===== config.mk =====
export PLATFORM = sky130hd
export DESIGN_NAME = regxfer_datapath
export DESIGN_NICKNAME = d
export VERILOG_FILES = /design/src/rtl/regxfer_pkg.sv /design/src/rtl/regxfer_regfile.sv /design/src/rtl/regxfer_alu.sv /design/src/rtl/regxfer_shifter.sv /design/src/rtl/regxfer_datapath.sv
export SDC_FILE = /design/constraint.sdc
export NUM_CORES = 1
export LEC_CHECK = 0
export CAP_MARGIN = 20
export CELL_PAD_IN_SITES_DETAIL_PLACEMENT = 1
export CELL_PAD_IN_SITES_GLOBAL_PLACEMENT = 1
export CORE_MARGIN = 2
export CORE_UTILIZATION = 41
export DETAILED_ROUTE_END_ITERATION = 16
export HOLD_SLACK_MARGIN = 0.03
export PLACE_DENSITY = 0.92
export SLEW_MARGIN = 15
export SYNTH_ARGS = -nofsm -noshare
export SYNTH_HDL_FRONTEND = slang
export SYNTH_SLANG_ARGS = --single-unit

===== constraint.sdc =====
create_clock -name clk -period 5.41 [get_ports clk]
set_clock_uncertainty 0.15 [all_clocks]
set_input_delay 0.541 -clock clk [delete_from_list [all_inputs] [get_ports clk]]
set_output_delay 0.541 -clock clk [all_outputs]
set_load 0.02 [all_outputs]

===== src/rtl/regxfer_pkg.sv =====
package regxfer_pkg;

  // Function-code groups, decoded from fsel[3:2]
  localparam logic [1:0] GRP_LOGIC = 2'b10;
  localparam logic [1:0] GRP_SHIFT = 2'b11;

  // Shifter sub-codes, fsel[1:0]
  localparam logic [1:0] SH_PASS  = 2'b00;
  localparam logic [1:0] SH_RIGHT = 2'b01;
  localparam logic [1:0] SH_LEFT  = 2'b10;

  // Bitwise sub-codes, fsel[1:0]
  localparam logic [1:0] LG_AND = 2'b00;
  localparam logic [1:0] LG_OR  = 2'b01;
  localparam logic [1:0] LG_XOR = 2'b10;

endpackage


===== src/rtl/regxfer_regfile.sv =====
module regxfer_regfile #(
  parameter int WIDTH = 8,
  parameter int NREGS = 4,
  localparam int SEL_W = $clog2(NREGS)
) (
  input  logic             clk,
  input  logic             rst_n,
  input  logic [SEL_W-1:0] rd_a_sel,
  input  logic [SEL_W-1:0] rd_b_sel,
  input  logic [SEL_W-1:0] wr_sel,
  input  logic             wr_en,
  input  logic [WIDTH-1:0] wr_data,
  output logic [WIDTH-1:0] rd_a,
  output logic [WIDTH-1:0] rd_b
);

  logic [NREGS-1:0][WIDTH-1:0] rf_q;

  for (genvar i = 0; i < NREGS; i++) begin : g_reg
    logic             ld;
    logic [WIDTH-1:0] q;
    logic [WIDTH-1:0] q_d;

    assign ld = wr_en && (wr_sel == SEL_W'(i));

    always_comb begin
      q_d = q;
      if (ld) q_d = wr_data;
    end

    always_ff @(posedge clk or negedge rst_n) begin
      if (!rst_n) q <= '0;
      else        q <= q_d;
    end

    assign rf_q[i] = q;
  end

  assign rd_a = rf_q[rd_a_sel];
  assign rd_b = rf_q[rd_b_sel];

  // no enable, no change anywhere in the file
  a_r8_hold: assert property (@(posedge clk) disable iff (!rst_n)
    !wr_en |=> $stable(rf_q));

  // an enabled write lands in the addressed register
  a_r8_write: assert property (@(posedge clk) disable iff (!rst_n)
    wr_en |=> rf_q[$past(wr_sel)] == $past(wr_data));

endmodule


===== src/rtl/regxfer_alu.sv =====
module regxfer_alu
  import regxfer_pkg::*;
#(
  parameter int WIDTH = 8
) (
  input  logic [WIDTH-1:0] a,
  input  logic [WIDTH-1:0] b,
  input  logic [3:0]       fsel,
  output logic [WIDTH-1:0] res,
  output logic             carry,
  output logic             ovf
);

  logic [WIDTH-1:0] y;
  logic [WIDTH:0]   sum;
  logic [WIDTH-1:0] lres;

  always_comb begin
    unique case (fsel[2:1])
      2'b00:   y = '0;
      2'b01:   y = b;
      2'b10:   y = ~b;
      default: y = '1;
    endcase
  end

  assign sum = {1'b0, a} + {1'b0, y} + {{WIDTH{1'b0}}, fsel[0]};

  always_comb begin
    unique case (fsel[1:0])
      LG_AND:  lres = a & b;
      LG_OR:   lres = a | b;
      LG_XOR:  lres = a ^ b;
      default: lres = ~a;
    endcase
  end

  always_comb begin
    if (fsel[3]) begin
      res   = lres;
      carry = 1'b0;
      ovf   = 1'b0;
    end else begin
      res   = sum[WIDTH-1:0];
      carry = sum[WIDTH];
      ovf   = (a[WIDTH-1] == y[WIDTH-1]) && (sum[WIDTH-1] != a[WIDTH-1]);
    end
  end

endmodule


===== src/rtl/regxfer_shifter.sv =====
module regxfer_shifter
  import regxfer_pkg::*;
#(
  parameter int WIDTH = 8
) (
  input  logic [WIDTH-1:0] b,
  input  logic [1:0]       hsel,
  output logic [WIDTH-1:0] h
);

  always_comb begin
    unique case (hsel)
      SH_RIGHT: h = {1'b0, b[WIDTH-1:1]};
      SH_LEFT:  h = {b[WIDTH-2:0], 1'b0};
      default:  h = b;
    endcase
  end

endmodule


===== src/rtl/regxfer_datapath.sv =====
module regxfer_datapath
  import regxfer_pkg::*;
#(
  parameter int WIDTH = 8,
  parameter int NREGS = 4,
  localparam int SEL_W = $clog2(NREGS)
) (
  input  logic             clk,
  input  logic             rst_n,
  input  logic [SEL_W-1:0] a_sel,
  input  logic [SEL_W-1:0] b_sel,
  input  logic             b_src,
  input  logic [WIDTH-1:0] const_in,
  input  logic [3:0]       fsel,
  input  logic             d_src,
  input  logic [WIDTH-1:0] ext_data,
  input  logic [SEL_W-1:0] dst_sel,
  input  logic             wr_en,
  output logic [WIDTH-1:0] addr_out,
  output logic [WIDTH-1:0] data_out,
  output logic             flag_v,
  output logic             flag_c,
  output logic             flag_n,
  output logic             flag_z
);

  logic [WIDTH-1:0] a_bus, reg_b, b_bus;
  logic [WIDTH-1:0] alu_res, sh_res, fu_res, d_bus;
  logic             alu_c, alu_v, use_shift;

  regxfer_regfile #(.WIDTH(WIDTH), .NREGS(NREGS)) u_rf (
    .clk      (clk),
    .rst_n    (rst_n),
    .rd_a_sel (a_sel),
    .rd_b_sel (b_sel),
    .wr_sel   (dst_sel),
    .wr_en    (wr_en),
    .wr_data  (d_bus),
    .rd_a     (a_bus),
    .rd_b     (reg_b)
  );

  assign b_bus = b_src ? const_in : reg_b;

  regxfer_alu #(.WIDTH(WIDTH)) u_alu (
    .a     (a_bus),
    .b     (b_bus),
    .fsel  (fsel),
    .res   (alu_res),
    .carry (alu_c),
    .ovf   (alu_v)
  );

  regxfer_shifter #(.WIDTH(WIDTH)) u_sh (
    .b    (b_bus),
    .hsel (fsel[1:0]),
    .h    (sh_res)
  );

  assign use_shift = (fsel[3:2] == GRP_SHIFT);
  assign fu_res    = use_shift ? sh_res : alu_res;
  assign d_bus     = d_src ? ext_data : fu_res;

  assign addr_out = a_bus;
  assign data_out = b_bus;
  assign flag_c   = use_shift ? 1'b0 : alu_c;
  assign flag_v   = use_shift ? 1'b0 : alu_v;
  assign flag_n   = fu_res[WIDTH-1];
  assign flag_z   = (fu_res == '0);

  // a register written last cycle reads back the written value now
  a_r9_new_value_next: assert property (@(posedge clk) disable iff (!rst_n)
    wr_en |=> (a_sel != $past(dst_sel)) || (addr_out == $past(d_bus)));

  // carry and overflow stay low outside the arithmetic codes
  a_r10_no_arith_flags: assert property (@(posedge clk) disable iff (!rst_n)
    fsel[3] |-> !flag_c && !flag_v);

  // zero and negative are mutually exclusive
  a_r11_zero_not_neg: assert property (@(posedge clk) disable iff (!rst_n)
    flag_z |-> !flag_n);

endmodule


After elaboration in Yosys (flattened, before gate mapping)
Index checks and enable logic that the tools add are counted.

cells by class
  $add $sub $neg = 2
  $lt $le $gt $ge = 2
  equal/unequal tests = 10
  mux-type cells = 15
  bitwise logic cells = 5
  reduce and logical (&&, ||, !) cells = 9

operator list
  cell                number
  $mux 8              6
  $pmux 8 s3          2
  $bmux 8 s2          2
  $not 8->8           2
  $pmux 8 s2          1
  $eq 2x2->1 const B  5
  $add 8x8->9         1
  $add 9x1->9         1
  $and 8x8->8         1
  $logic_not 8->1     1
  $or 8x8->8          1
  $xor 8x8->8         1
  $eq 2x1->1 const B  3
  $logic_not 2->1     3
  $lt 2x3->1 const B  2
  $logic_and 1x1->1   5
  $mux 1              4
  $eq 1x1->1          1
  $ne 1x1->1          1

word-level totals
  register bits = 32
  bits of input ports = 31
  output and inout port bits = 20

Logic depth before layout (Yosys ltp)
Gate-level depths: netlist of the first run.

  depth in word-level cells = 11
  gate-level depth with buffers = 14
  depth with buffers taken out = 13

Hierarchy
Synthesis of the first run repeated with hierarchy kept, for this count alone.

second synthesis, totals
  cell total of the unflattened synthesis = 288
  area, all modules = 3062.9 um^2

by module, submodules not included
  module            instances  cells each  area each (um^2)
  regxfer_regfile   1          88          1590.3
  regxfer_alu       1          127         988.4
  regxfer_datapath  1          44          321.6
  regxfer_shifter   1          29          162.7

Worst setup path after synthesis of the first run
Ideal clock, no wire load.

  path kind = in2out
  from = input b_sel[0]
  to = output flag_z
  arrival = 3881 ps
  setup slack = 838 ps
  stages = 11
  buffers on the path = 1
  cell sequence = buf_6 mux4_1 mux2_2 mux2_2 fa_1 a211oi_1 nor3b_1 o22ai_1 xor2_1 o21ai_0 and4b_1

between the ends
  longest elaborated chain between the ends = 10
  elaborated cells between the ends (all ways) = 15
  those cells by class = 2 x add/sub; 8 x mux; 4 x bitwise; 1 x reduce/logical

ends and longest elaborated chain
  element                           line                    text
  from (decl)                       regxfer_datapath.sv:11  input logic [SEL_W-1:0] b_sel,
  $bmux 8 s2 (*)                    regxfer_regfile.sv:40   assign rd_b = rf_q[rd_b_sel];
  $mux 8 (implied by the code) (*)  regxfer_regfile.sv:40
  $mux 8 (*)                        regxfer_datapath.sv:43  assign b_bus = b_src ? const_in : reg_b;
  via data_out[0]                   regxfer_datapath.sv:20  output logic [WIDTH-1:0] data_out,
  $not 8->8                         regxfer_alu.sv:22       2'b10: y = ~b;
  $pmux 8 s3 (*)                    regxfer_alu.sv:19       unique case (fsel[2:1])
  $add 8x8->9 (*)                   regxfer_alu.sv:27       assign sum = {1'b0, a} + {1'b0, y} + {{WIDTH{1'b0}}, fsel[0]};
  $add 9x1->9 (*)                   regxfer_alu.sv:27
  $mux 8 (*)                        regxfer_alu.sv:39       if (fsel[3]) begin
  $mux 8 (*)                        regxfer_datapath.sv:61  assign fu_res = use_shift ? sh_res : alu_res;
  via flag_n                        regxfer_datapath.sv:23  output logic flag_n,
  $logic_not 8->1 (*)               regxfer_datapath.sv:69  assign flag_z = (fu_res == '0);
  to (decl)                         regxfer_datapath.sv:24  output logic flag_z

Mark *: on every way through the listed nets, which the timed path passes. The rest lies on a longest branch. The select of a mux whose other input is x is not followed.

Worst setup path in the final report of the first run
  from = input b_sel[0]
  to = output flag_z

between the ends
  longest elaborated chain between the ends = 10
  elaborated cells between the ends (all ways) = 15
  those cells by class = 2 x add/sub; 8 x mux; 4 x bitwise; 1 x reduce/logical

ends and longest elaborated chain
  element                           line
  $bmux 8 s2 (*)                    regxfer_regfile.sv:40
  $mux 8 (implied by the code) (*)  regxfer_regfile.sv:40
  $mux 8 (*)                        regxfer_datapath.sv:43
  $not 8->8                         regxfer_alu.sv:22
  $pmux 8 s3                        regxfer_alu.sv:19
  $add 8x8->9                       regxfer_alu.sv:27
  $add 9x1->9                       regxfer_alu.sv:27
  $mux 8                            regxfer_alu.sv:39
  $mux 8 (*)                        regxfer_datapath.sv:61
  $logic_not 8->1 (*)               regxfer_datapath.sv:69

Mark *: on every way between the ends. The rest lies on a longest branch, timed or not. The select of a mux whose other input is x is not followed.

==> results of run 1 <==
-- layout by cell type (no fill, tap or decap), drive strengths merged, types with 5 or more instances in the layout --
cell type      instances
clkdlybuf4s50         48
nand2                 46
o21ai                 38
dfrtp                 32
inv                   28
ha                    27
buf                   20
nor2                  17
mux2i                 15
a21oi                 13
mux4                  11
nand3                  9
o31ai                  8
nand2b                 7
clkbuf                 7
mux2                   6
a211oi                 6
a22oi                  6
and2                   5
nor2b                  5
-- cell usage after synthesis (all sizes together), types with 5 or more instances --
cell    number
nand3        9
o21ai       38
mux2         6
a22oi        6
mux4        11
nor2b        5
and2         5
a21oi       13
clkbuf      10
nand2       46
mux2i       15
a211oi       6
buf          6
dfrtp       32
inv         28
nor2        17
ha          27
o31ai        8
nand2b       7
-- worst max path at each step --
| stage | from | endpoint | slack [ns] | depth (start not counted) |
|---|---|---|---|---|
| after floorplan | b_sel[0] | flag_z | 0.84 | 11 |
| after global placement | b_sel[0] | flag_z | 0.07 | 13 |
| after detailed placement | b_sel[0] | flag_z | 0.007 | 13 |
| after CTS | b_sel[0] | flag_c | 0.1 | 13 |
| after global routing | b_sel[0] | flag_z | 0.03 | 13 |
| final | b_sel[0] | flag_z | 0.18 | 13 |
-- layer usage --
metal / track usage [%] / routed length, µm
met5: 0 / 0
met4: 10.5 / 311
met3: 2.59 / 581
met2: 47.1 / 5490
met1: 32.9 / 4480
-- final cells by class --
type                       count  share of cell area [%]
multi-input combinational    274                    54.3
sequential                    32                    20.6
timing repair buffer          70                    16.7
tap                           99                    3.18
inverter                      29                    2.79
clock buffer                   7                    2.47
-- worst max-delay path: cells and delay by family --
family / cells / cell delay [ns]
muxes: 3 / 1.15
adders and majority gates: 2 / 0.85
and+or+nand+nor: 3 / 0.42
AOI/OAI and AO/OA: 3 / 0.68
buffers and inverters: 2 / 0.87
-- kinds of logic after synthesis --
kind of cell / after synthesis / synth area share (%)
compound gates: 104 / 22.6
xor+xnor: 4 / 1.13
fa+ha+maj: 29 / 12.2
buf+inv: 45 / 5.91
flops: 32 / 25.9
mux: 32 / 15.7
simple gates: 105 / 16.6
-- power breakdown --
group | switching [µW] | internal, µW
clock network | 83.8 | 113
registers | 51.8 | 299
logic | 411 | 331
total | 547 | 744
-- stage by stage --
step	hold slack, ns	cells	cell area [µm²]	power [µW]	setup slack, ns
5_1_grt	0.391	511	3890	1370	0.0289
4_1_cts	0.360	511	3890	1280	0.0990
3_3_place_gp	0.325	504	3790	1040	0.0671
2_1_floorplan	0.0954	351	3090	782	0.838
6_report	0.360	511	3890	1290	0.180
3_5_place_dp	0.346	504	3790	1080	0.00729
-- timing repair --
action,CTS,global route
setup endpoints to repair,1,2
setup buffers,0,0
gates resized for setup,1,4
==> out/qor.txt, run 1 <==
HPWL after detailed placement -> 8520 µm
MaxCap Viol Count -> 0
Clock Sink Count -> 32
Routed WL -> 10,900 µm
unrepaired setup endpoints after global routing -> no
port bufs -> 50
Area growth syn-to-layout -> 26.0%
TNS Setup -> 0 ns
vias in the first global route -> 3,415
Layout Utilization -> 53.4%
number of H-tree levels -> 2
r2r worst-path depth -> 12
status -> finished clean
Crit Path Category -> in -> out
drc violations -> 0
Unique masters post-synth -> 62
cts hold-fix bufs -> 0
Least-Margin Pin Slew -> 0.767 ns
CP Data Arrival Time -> 4.54 ns
storage element area -> 801 µm²
Biggest register -> u_rf.g.q
worst path cell trace -> clkdlybuf4s50_1 -> mux4_1 -> mux2_2 -> mux2_2 -> fa_1 -> fa_1 -> nand3_1 -> a21boi_0 -> o21a_1 -> a311oi_1 -> nor4_1 -> and4b_1 -> dlygate4sd2_1
fmax -> 0.191 GHz
initial drt markers -> 192
critical-path maximum fanout -> 2
Regs by FF count -> u_rf.g.q x32
Peak supply drop -> 213 µV
area of the mapped netlist -> 3090 µm²
Clock Latency Late Sink -> 0.28 ns
DRT Pass-1 Iters -> 5
GR Overflow Total -> 0
Primary FF master, synth -> dfrtp_1
sequential area share after synthesis -> 25.9%
die width -> 90.8 µm
RD Place Congestion -> 0.911
LEAKAGE -> 0.00176 µW
WHS Endpoint -> u_rf.g_reg[0].q[4]
first-pass GRT wire length -> 17,400 µm
worst-case clock buffer depth -> 2
multi-input logic area -> 2110 µm²
Post-Syn Instances -> 351
ANT cells -> 0
CP max-delay cell -> mux4_1
Vias/cell -> 6.22
CTS tree -> built
worst min-delay path class -> reg -> reg
area leader, netlist -> dfrtp_1
critical path required time -> 4.72 ns
Tcrit/Tclk final -> 96.7%
nets -> 472
Chip Height -> 90.8 µm
FFs w/ async S/R, synth -> 100%
largest net degree at the start of global routing -> 33
top cells by area, synth -> dfrtp_1 26%, ha_1 11%, mux4_2 6.6%
layout filler cell count -> 891
number of synthesized register bits -> 32
r2r startpoint -> u_rf.g_reg[2].q[0]
GRT Total Usage -> 26.5%
worst r2r dst -> u_rf.g_reg[1].q[2]
Synth warnings -> 0
antenna violations before repair -> 0
Final min period -> 5.23 ns
WHS Path Cells -> 2
Root Buffer -> clkbuf_8
Yosys top cell area share -> 25.9%
Register-to-Register Setup Slack -> 1.51 ns
Max stage delay on crit path -> 0.56 ns
I/O pin total -> 51
CP startpoint kind -> input pin
FP Rows -> 31
die area -> 8250 µm²
Final Max Slew Viols -> 0
Mapped Avg Cell Area -> 8.81 µm²
final hold violation count -> 0
CTS buffer count -> 5
Final setup viols -> 0
CP endpoint kind -> primary output
Power Density -> 331 nW/µm²
DR WL/cell -> 21.2 µm
Starting Density -> 42.4%
vias -> 3,180
Post-synth EDFFs -> 0
max FFs per register -> 32
syn_nets -> 411
hold path start -> u_rf.g_reg[0].q[4]
share of cells above drive strength 1 -> 12.4%
Clock transition at path regs -> 0.06 ns
Slew HR -> 48.7%
final antenna-violating net count -> 0
area of the core -> 7290 µm²
(Power assumes the default switching activity.)
==> run 2: changes to the inputs <==
==> constraint.sdc (replaced) <==
create_clock -name clk -period 5.6 [get_ports clk]
set_clock_uncertainty 0.15 [all_clocks]
set_input_delay 0.56 -clock clk [delete_from_list [all_inputs] [get_ports clk]]
set_output_delay 0.56 -clock clk [all_outputs]
set_load 0.02 [all_outputs]
==> out/qor.txt, run 2 (synthesis gave the netlist of run 1 again) <==
worst hold slack -> 0.355 ns
fmax -> 0.183 GHz
Layout Utilization -> 52.8%
DRT Pass-1 Iters -> 4
Final Max Slew Viols -> 0
worst path cell trace -> clkdlybuf4s50_1 -> mux4_1 -> mux2_2 -> mux2_2 -> fa_1 -> fa_1 -> nand3_1 -> a21boi_0 -> o21ai_1 -> a21oi_1 -> o21ai_0 -> a21oi_1 -> clkdlybuf4s50_1
CP top delay family -> multiplexers
vias -> 3,084
Design Area, Final -> 3850 µm²
nets -> 465
status -> finished clean
most frequent cells in the layout -> 49 x clkdlybuf4s50_1, 46 x nand2_1, 37 x o21ai_0
Routed WL -> 10,900 µm
Clock Sink Count -> 32
Worst path depth -> 13
worst-case clock buffer depth -> 2
first-pass GRT wire length -> 17,700 µm
final antenna-violating net count -> 0
vias in the first global route -> 3,334
Starting Density -> 42.4%
leading cell type in the layout, fill and taps excluded -> clkdlybuf4s50_1
LEAKAGE -> 0.00173 µW
Least-Margin Pin Slew -> 0.811 ns
share of cells above drive strength 1 -> 11.1%
Chip Height -> 90.8 µm
ANT cells -> 0
Biggest register -> u_rf.g.q
number of H-tree levels -> 2
DR WL/cell -> 21.6 µm
Slew HR -> 45.8%
WHS Path Cells -> 2
Final min period -> 5.45 ns
FP Rows -> 31
critical path required time -> 4.89 ns
port bufs -> 50
Clock Latency Late Sink -> 0.29 ns
Crit Path Category -> in -> out
CP endpoint kind -> primary output
RD Place Congestion -> 0.895
HPWL after detailed placement -> 8590 µm
CP bufs+invs -> 2
CTS tree -> built
antenna violations before repair -> 0
MaxCap Viol Count -> 0
post-CTS setup buffer count -> 0
Vias/cell -> 6.12
Regs by FF count -> u_rf.g.q x32
worst min-delay path class -> reg -> reg
initial drt markers -> 136
cts hold-fix bufs -> 0
GRT Total Usage -> 27.3%
critical-path maximum fanout -> 5
drc violations -> 0
largest net degree at the start of global routing -> 33
I/O pin total -> 51
r2r worst-path depth -> 12
Max stage delay on crit path -> 0.62 ns
max FFs per register -> 32
CP max-delay cell -> mux4_1
Peak supply drop -> 182 µV
GR Overflow Total -> 0
Area growth syn-to-layout -> 24.5%
final hold violation count -> 0
CP startpoint kind -> input pin
Overall Power -> 1230 µW
layout filler cell count -> 873
DP Area -> 3740 µm²
die area -> 8250 µm²
Power Density -> 321 nW/µm²
Root Buffer -> clkbuf_8
Clock transition at path regs -> 0.06 ns
die width -> 90.8 µm
CTS buffer count -> 5
CP Data Arrival Time -> 4.74 ns
area of the core -> 7290 µm²
Tcrit/Tclk final -> 97.3%
Final setup viols -> 0
[run 2: changes by cell type in the layout (fill, tap and decap cells not counted), sizes merged]
cell,before,now
buf,20,13
clkdlybuf4s50,48,49
dlygate4sd2,1,0
[run 2: what timing repair did]
item | 4_1_cts | 5_1_grt
hold endpoints to repair | 0 | 0
resized for setup | 1 | 3
endpoints found under the setup margin | 1 | 1
[run 2: path summary, 6_finish.rpt]
check / slack (ns) / end / from
worst max-delay path: 0.15 / flag_c / b_sel[0]
worst min-delay path: 0.36 / u_rf.g_reg[0].q[5] / u_rf.g_reg[0].q[5]
worst max register to register: 1.62 / u_rf.g_reg[1].q[2] / u_rf.g_reg[0].q[0]
worst min register to register: 0.36 / u_rf.g_reg[0].q[5] / u_rf.g_reg[0].q[5]
max in group asynchronous: 4.48 / u_rf.g_reg[1].q[2] / rst_n
min in group asynchronous: 0.52 / u_rf.g_reg[2].q[7] / rst_n
[run 2: layout make-up]
type                       instances  area [µm²]  area share [%]
clock buffer                       7        96.3            2.50
inverter                          29         109            2.83
multi-input combinational        274        2120            55.0
sequential                        32         801            20.8
tap                               99         124            3.22
timing repair buffer              63         601            15.6
[run 2: where the power goes]
part           leakage [µW]  switching (µW)  total, µW  internal [µW]
Sequential         0.000400            51.2        340            289
Combinational       0.00128             398        704            306
Clock             0.0000503            80.2        189            109
[run 2: worst register-to-register path, stage by stage (launching register included)]
cell	delay (ns)
dfrtp_1	0.42
mux4_1	0.54
mux2_2	0.35
mux2_2	0.30
fa_1	0.42
fa_1	0.43
xor2_1	0.20
nor2_1	0.06
a211o_1	0.29
a211oi_1	0.25
buf_4	0.18
mux2i_1	0.10
o21ai_0	0.19
[run 2: through the flow]
stage | instances | setup TNS [ns] | setup slack [ns]
after floorplan | 351 | 0 | 0.990
after global placement | 497 | 0 | 0.184
after detailed placement | 497 | -0.0713 | -0.0713
after CTS | 504 | 0 | 0.00965
after global routing | 504 | -0.00691 | -0.00691
final | 504 | 0 | 0.149
[run 2: layer usage]
metal / track usage [%] / vias up / share of wire [%]
met5: 0 / - / 0
met4: 14.5 / 0 / 5.2
met3: 3.51 / 43 / 3.9
met2: 48.3 / 104 / 50
met1: 32.2 / 1538 / 41
li1: - / 1399 / -
